**config.mk**
```make
export PLATFORM = sky130hd
export DESIGN_NAME = epDmaCtrl
export DESIGN_NICKNAME = d
export VERILOG_FILES = /design/src/rtl/epDmaPkg.sv /design/src/rtl/epDmaCtrlDecode.sv /design/src/rtl/epDmaDatapath.sv /design/src/rtl/epDmaCtrl.sv
export SDC_FILE = /design/constraint.sdc
export NUM_CORES = 1
export LEC_CHECK = 0
export CAP_MARGIN = 10
export CELL_PAD_IN_SITES_DETAIL_PLACEMENT = 1
export CELL_PAD_IN_SITES_GLOBAL_PLACEMENT = 1
export CORE_MARGIN = 2
export CORE_UTILIZATION = 25
export DETAILED_ROUTE_END_ITERATION = 8
export HOLD_SLACK_MARGIN = 0.06
export PLACE_DENSITY_LB_ADDON = 0.1
export REMOVE_ABC_BUFFERS = 1
export SLEW_MARGIN = 20
export SYNTH_ARGS = -nofsm -noshare
export SYNTH_HDL_FRONTEND = slang
export SYNTH_SLANG_ARGS = --single-unit
```
**constraint.sdc**
```tcl
create_clock -name clk -period 1.8 [get_ports clk]
set_input_delay 0.18 -clock clk [delete_from_list [all_inputs] [get_ports clk]]
set_output_delay 0.18 -clock clk [all_outputs]
set_load 0.005 [all_outputs]
```
**src/rtl/epDmaPkg.sv**
```systemverilog
package epDmaPkg;
  localparam logic [1:0] ADDR_STATUS  = 2'd0;
  localparam logic [1:0] ADDR_SET     = 2'd1;
  localparam logic [1:0] ADDR_CLR     = 2'd2;
  localparam logic [1:0] ADDR_PROCEED = 2'd3;

  typedef struct packed {
    logic doSet;
    logic doClr;
    logic clrProceed;
  } ctrlStrobe_t;
endpackage

```
**src/rtl/epDmaCtrlDecode.sv**
```systemverilog
module epDmaCtrlDecode
  import epDmaPkg::*;
#(
  parameter int NUM_EP = 32
) (
  input  logic [1:0]        regAddr,
  input  logic              regWrEn,
  input  logic [NUM_EP-1:0] regWrData,
  output ctrlStrobe_t       strobe
);
  logic wrSet;
  logic wrClr;

  always_comb begin
    wrSet = regWrEn && (regAddr == ADDR_SET);
    wrClr = regWrEn && (regAddr == ADDR_CLR);
    strobe.doSet      = wrSet;
    strobe.doClr      = wrClr;
    strobe.clrProceed = wrClr && (regWrData == '0);
  end
endmodule

```
**src/rtl/epDmaDatapath.sv**
```systemverilog
module epDmaDatapath
  import epDmaPkg::*;
#(
  parameter int NUM_EP   = 32,
  parameter int NUM_CTRL = 2
) (
  input  logic              clk,
  input  logic              rstN,
  input  ctrlStrobe_t       strobe,
  input  logic [NUM_EP-1:0] wrData,
  input  logic [1:0]        rdAddr,
  input  logic [NUM_EP-1:0] pktStart,
  input  logic [NUM_EP-1:0] pktEnd,
  input  logic [NUM_EP-1:0] pktErr,
  input  logic              proceedSet,
  output logic [NUM_EP-1:0] rdData,
  output logic [NUM_EP-1:0] enWord,
  output logic [NUM_EP-1:0] busyWord
);
  logic proceedQ;

  for (genvar ep = 0; ep < NUM_EP; ep++) begin : g_ep
    if (ep < NUM_CTRL) begin : g_ctrl
      assign enWord[ep]   = 1'b0;
      assign busyWord[ep] = 1'b0;
    end else begin : g_data
      logic enQ;
      logic busyQ;
      always_ff @(posedge clk) begin
        if (!rstN) begin
          enQ   <= 1'b0;
          busyQ <= 1'b0;
        end else begin
          if (pktErr[ep])
            enQ <= 1'b0;
          else if (strobe.doSet && wrData[ep])
            enQ <= 1'b1;
          else if (strobe.doClr && wrData[ep])
            enQ <= 1'b0;

          if (pktErr[ep])
            busyQ <= 1'b0;
          else if (pktStart[ep] && enQ)
            busyQ <= 1'b1;
          else if (pktEnd[ep])
            busyQ <= 1'b0;
        end
      end
      assign enWord[ep]   = enQ;
      assign busyWord[ep] = busyQ;
    end
  end

  always_ff @(posedge clk) begin
    if (!rstN)
      proceedQ <= 1'b0;
    else if (strobe.clrProceed)
      proceedQ <= 1'b0;
    else if (proceedSet)
      proceedQ <= 1'b1;
  end

  always_comb begin
    unique case (rdAddr)
      ADDR_STATUS:  rdData = enWord;
      ADDR_PROCEED: rdData = {{(NUM_EP-1){1'b0}}, proceedQ};
      default:      rdData = '0;
    endcase
  end
endmodule

```
**src/rtl/epDmaCtrl.sv**
```systemverilog
module epDmaCtrl
  import epDmaPkg::*;
#(
  parameter int NUM_EP   = 32,
  parameter int NUM_CTRL = 2
) (
  input  logic              clk,
  input  logic              rstN,
  input  logic [1:0]        regAddr,
  input  logic              regWrEn,
  input  logic [NUM_EP-1:0] regWrData,
  output logic [NUM_EP-1:0] regRdData,
  input  logic [NUM_EP-1:0] pktStart,
  input  logic [NUM_EP-1:0] pktEnd,
  input  logic [NUM_EP-1:0] pktErr,
  input  logic              proceedSet,
  output logic [NUM_EP-1:0] mayStart,
  output logic [NUM_EP-1:0] mayContinue
);
  ctrlStrobe_t       strobe;
  logic [NUM_EP-1:0] enWord;
  logic [NUM_EP-1:0] busyWord;

  epDmaCtrlDecode #(.NUM_EP(NUM_EP)) u_decode (
    .regAddr  (regAddr),
    .regWrEn  (regWrEn),
    .regWrData(regWrData),
    .strobe   (strobe)
  );

  epDmaDatapath #(.NUM_EP(NUM_EP), .NUM_CTRL(NUM_CTRL)) u_dp (
    .clk       (clk),
    .rstN      (rstN),
    .strobe    (strobe),
    .wrData    (regWrData),
    .rdAddr    (regAddr),
    .pktStart  (pktStart),
    .pktEnd    (pktEnd),
    .pktErr    (pktErr),
    .proceedSet(proceedSet),
    .rdData    (regRdData),
    .enWord    (enWord),
    .busyWord  (busyWord)
  );

  assign mayStart    = enWord;
  assign mayContinue = enWord | busyWord;
endmodule

```
## Word level (Yosys, flattened, before mapping)

Cells that the tools add are included.

| word-level totals | value |
|---|---|
| output and inout bits | 96 |
| register bits after elaboration | 61 |
| input bits | 134 |
| word-level logic and storage cells | 373 |
| memories | 0 |
| ROM bits | 0 |
| bits in writable memories | 0 |
| bits in latches | 0 |

| cells by class | value |
|---|---|
| bitwise logic cells | 2 |
| add/subtract/negate cells | 0 |
| $lt $le $gt $ge | 0 |
| mux-type cells | 121 |
| shift operators | 0 |
| $mul | 0 |
| divide/modulo/power cells | 0 |
| reduce and logical (&&, ||, !) cells | 186 |
| eq/ne operators | 3 |

Operators by type and width:

| cell | count |
|---|---|
| 1-bit two-way mux | 120 |
| 2-bit nonzero test | 60 |
| 1-bit logical AND | 93 |
| 32-bit one-hot mux with 2 select lines | 1 |
| 2-bit OR reduction | 31 |
| 32-bit zero test | 1 |
| 32-bit bitwise OR | 1 |
| 2-bit equality test (second input constant) | 2 |
| 2-bit by 1-bit equality test with 1-bit output (second input constant) | 1 |
| 2-bit zero test | 1 |
| 1-bit NOT | 1 |

## Logic depth before layout (Yosys ltp)

| depth | value |
|---|---|
| word-level depth | 5 |
| gate-level depth with buffers | 6 |
| gate-level depth less buffers | 5 |

## Modules after synthesis

Synthesis repeated with hierarchy kept, for this count alone.

| unflattened totals | value |
|---|---|
| cell total of the unflattened synthesis | 435 |
| area, all modules | 3649.8 µm² |

By module, submodules not included:

| module | cells an instance | seq. area each (µm²) | area each (µm²) | times used |
|---|---|---|---|---|
| epDmaDatapath | 386 | 1221.2 | 3305.7 | 1 |
| epDmaCtrl | 32 | 0.0 | 200.2 | 1 |
| epDmaCtrlDecode | 17 | 0.0 | 143.9 | 1 |

## Worst setup path before layout

Ideal clock, no wire load.

| path | value |
|---|---|
| path type | input to register |
| start | input regAddr[0] |
| end | register u_dp.g_ep[11].g_data.enQ |
| arrival | 0.963 ns |
| library setup time | 0.117 ns |
| path buffers | 1 |
| stages | 6 |
| required time | 1.683 ns |
| slack | 0.721 ns |
| path through | inv_1 > ha_1 > clkbuf_1 > nand3_1 > a22oi_1 > nor2_1 |

| on the way | value |
|---|---|
| longest elaborated chain between the ends | 4 |
| elaborated cells on any way between the ends | 8 |
| those cells by class | 2 x eq/ne; 1 x mux; 5 x reduce/logical |

RTL lines:

| what | RTL line | text |
|---|---|---|
| start: declaration | epDmaCtrl.sv:9 | `input logic [1:0] regAddr,` |
| 2-bit by 1-bit equality test with 1-bit output / 2-bit equality test (equally long branches) | epDmaCtrlDecode.sv:15, epDmaCtrlDecode.sv:16 |  |
| 1-bit logical AND, on equally long branches | epDmaCtrlDecode.sv:15, epDmaCtrlDecode.sv:16 |  |
| 1-bit logical AND, on equally long branches | epDmaDatapath.sv:36, epDmaDatapath.sv:38 |  |
| 1-bit two-way mux / 2-bit nonzero test (equally long branches) | -- |  |
| end signal: assignment | epDmaDatapath.sv:35 | `enQ <= 1'b0;` |
| end signal: assignment | epDmaDatapath.sv:37 | `enQ <= 1'b1;` |
| end signal: assignment | epDmaDatapath.sv:39 | `enQ <= 1'b0;` |
| end: declaration | epDmaDatapath.sv:27 | `logic enQ;` |

Parallel ways exist; a longest one is shown, timed or not.
A chain may end at the register's enable or synchronous reset.

## Worst setup path after layout

| path | value |
|---|---|
| start | input regAddr[0] |
| end | output regRdData[18] |

| on the way | value |
|---|---|
| longest elaborated chain between the ends | 2 |
| elaborated cells on any way between the ends | 3 |
| those cells by class | 1 x eq/ne; 1 x mux; 1 x reduce/logical |

RTL lines:

| what | RTL line | text |
|---|---|---|
| 2-bit equality test / 2-bit zero test (equally long branches) | epDmaDatapath.sv:64 | `unique case (rdAddr)` |
| 32-bit one-hot mux with 2 select lines (*) | epDmaDatapath.sv:64 |  |
| end: declaration | epDmaCtrl.sv:12 | `output logic [NUM_EP-1:0] regRdData,` |

Every way passes the cells marked *; elsewhere a longest branch is shown, timed or not.

==> results.yml <==
grt:
  grt_max_degree: 32
  grt_usage_pct: 17.2
  grt_pass1_vias: 3688
  gr-total-overflow: 0
  grt_pass1_wl_mm: 18.9
  antenna_found_initial: 0
floorplan:
  core-area_um2: 12700
  initial_core_util_pct: 25.6
  core.rowCount: 41
  die_h_um: 118
  ios: 230
  design.die.area_um2: 13900
  die_x_um: 118
worst_setup_path:
  path_class: "input pin to output pin"
  cp_max_fo: 14
  critPathRequiredTime_ps: 1620
  slowest_delay_ps: 510
  start_kind: "input pin"
  critPathSlowestCell: "clkdlybuf4s50_1"
  cp.arrival_ps: 1500
  crit_buf_inv: 4
  cp_top_family: "buffers and inverters"
  path_cells: "dlygate4sd2_1 -> inv_2 -> ha_4 -> buf_8 -> and2_1 -> clkdlybuf4s50_1"
  worst_setup_path_end_kind: "output pin"
placement:
  post_dp_cell_area_um2: 5460
  place_ws_ps: -161
  place.gp.congestion: 0.726
  hpwl_mm: 9.36
  portBuffers: 218
timing:
  fmax_ghz: 0.596
  fin_skew_ps: 3.92
  min_period_ps: 1680
  hold_viol: 0
  fin_tns_setup_ps: 0
  finalMaxSlewViolations: 0
  setup_ws_ps: 123
  rsz0062_at_grt: "no"
  finalSetupViolCount: 0
  whs_ps: 421
  fin_crit_sh_pct: 93.2
status:
  status: "finished, final reports clean"
synth:
  ys_seq_elements: 61
  syn_avg_cell_area_um2: 8.06
  ys_warn_count: 0
  synth_seq_area_share_pct: 37.6
  netlist.area_leader.share_pct: 37.6
  synth_cells: 403
  yosysTopAreaCell: "dfxtp_1"
  mappedNetlistArea_um2: 3250
  yosysUniqueCellTypes: 22
  synthTopCellsByArea: "dfxtp_1 38%, nand2b_1 12%, buf_4 8.1%, a22oi_1 6.9%, and2_1 6.0%"
layout:
  layout_common_cells: "208 x clkdlybuf4s50_1, 61 x dfxtp_1, 60 x nand2b_1"
  design_area_um2: 5760
  area_growth_pct: 77.3
  nets: 739
  diodes: 0
  final_layout_size_suffix_gt1_share_pct: 10.6
  nFillCells: 1543
  final_common_cell: "clkdlybuf4s50_1"
clock_tree:
  root_buffer: "clkbuf_16"
  worstSkewPairLatency_ps: 320
  holdBufCountCts: 0
  cts_made_buffers: 9
  clockBufferDepth: 2
  cts_tree: "built"
  clkSinkCount: 61
  clk_transition_reported_paths_ps: 50
  h-tree-depth: 3
power_and_ir_drop:
  p_sw_share_pct: 22.5
  clockPowerShare_pct: 44.3
  combPwrFrac_pct: 16.1
  intPower_uw: 2700
  vdd_drop_max_uv: 322
  p_switching_uw: 784
  total_leakage_power_uw: 0.00212
  power_density_nw_per_um2: 605
  sequentialPowerShare_pct: 39.6
drt:
  drt_iter0_markers: 117
  dr.pass1.iters: 4
  route.detailed.drc: 0
  totalWireLength_mm: 12.0
  vias: 3465
  ant_nets: 0
  viasPerCell: 4.46
  routedWlPerCell_um: 15.5
hold_path:
  min_path_type: "input pin to flip-flop"
job:
  max-cap-violations: 0
==> sequential cells by signal, indices dropped and copies added (netlist names) <==
| register | count |
|---|---|
| u_dp.proceedQ | 1 |
| u_dp.g_ep.g_data.enQ | 30 |
| u_dp.g_ep.g_data.busyQ | 30 |
==> repair_timing <==
action / CTS / global route
buffers inserted: 2 / 0
gates resized for setup: 20 / 0
endpoints found under the setup margin: 31 / 0
==> cells by family after synthesis <==
| group | Yosys count | synth area share [%] |
|---|---|---|
| other | 1 | 0.115 |
| AOI/OAI and AO/OA | 62 | 12.1 |
| buffers and inverters | 52 | 10.4 |
| adders and majority gates | 4 | 1.54 |
| DFF | 61 | 37.6 |
| and+or+nand+nor | 223 | 38.2 |
==> cells in the mapped netlist <==
library cell,count
dfxtp_1,61
nand2b_1,60
buf_4,35
nand3_1,32
and2_1,31
a21oi_1,30
a22oi_1,30
nand2_1,30
nor2_1,30
or2_2,30
buf_2,10
clkbuf_1,5
ha_1,4
nor4_1,4
nor4_2,3
inv_1,2
and3b_1,1
conb_1,1
nand4_1,1
nor4_4,1
o21a_1,1
o31a_1,1
==> metal layers <==
layer  track usage, %  wire (um)
met1             18.7       4830
met2             32.0       6240
met3             4.99        809
met4             5.42        151
met5                0          0
==> path summary, 6_finish.rpt <==
check | cells after the start | startpoint | slack, ps | to
min reg2reg | 2 | u_dp.g_ep[3].g_data.busyQ | 460 | u_dp.g_ep[3].g_data.busyQ
max reg2reg | 2 | u_dp.g_ep[24].g_data.enQ | 1090 | u_dp.g_ep[24].g_data.busyQ
min | 3 | pktStart[18] | 420 | u_dp.g_ep[18].g_data.busyQ
max | 6 | regAddr[0] | 120 | regRdData[18]
==> worst register-to-register path, stage by stage, from the launching register on <==
cell     delay, ps
dfxtp_1        420
nand2_1         90
a21oi_1        140
==> layout make-up <==
type / count / area, um2 / share of cell area, %
clock inverter: 2 / 10.0 / 0.174
inverter: 2 / 7.51 / 0.130
sequential: 61 / 1220 / 21.2
clock buffer: 13 / 250 / 4.35
timing repair buffer: 233 / 2340 / 40.6
multi-input combinational: 294 / 1710 / 29.8
tap: 172 / 215 / 3.74
==> power groups by stage <==
stage / registers, uW / logic [uW] / clock network [uW]
after floorplan: 1400 / 120 / 0
after global placement: 1410 / 541 / 0
after detailed placement: 1410 / 551 / 0
after CTS: 1380 / 568 / 1600
after global routing: 1380 / 606 / 1650
final: 1380 / 560 / 1540
==> stage by stage <==
step / std cells / utilization [%] / total power, uW
after floorplan: 357 / - / 1520
after global placement: 759 / 43.1 / 1950
after detailed placement: 759 / 43.1 / 1960
after CTS: 777 / 45.4 / 3550
after global routing: 777 / 45.4 / 3640
final: 777 / 45.4 / 3480
(Power assumes the default switching activity.)
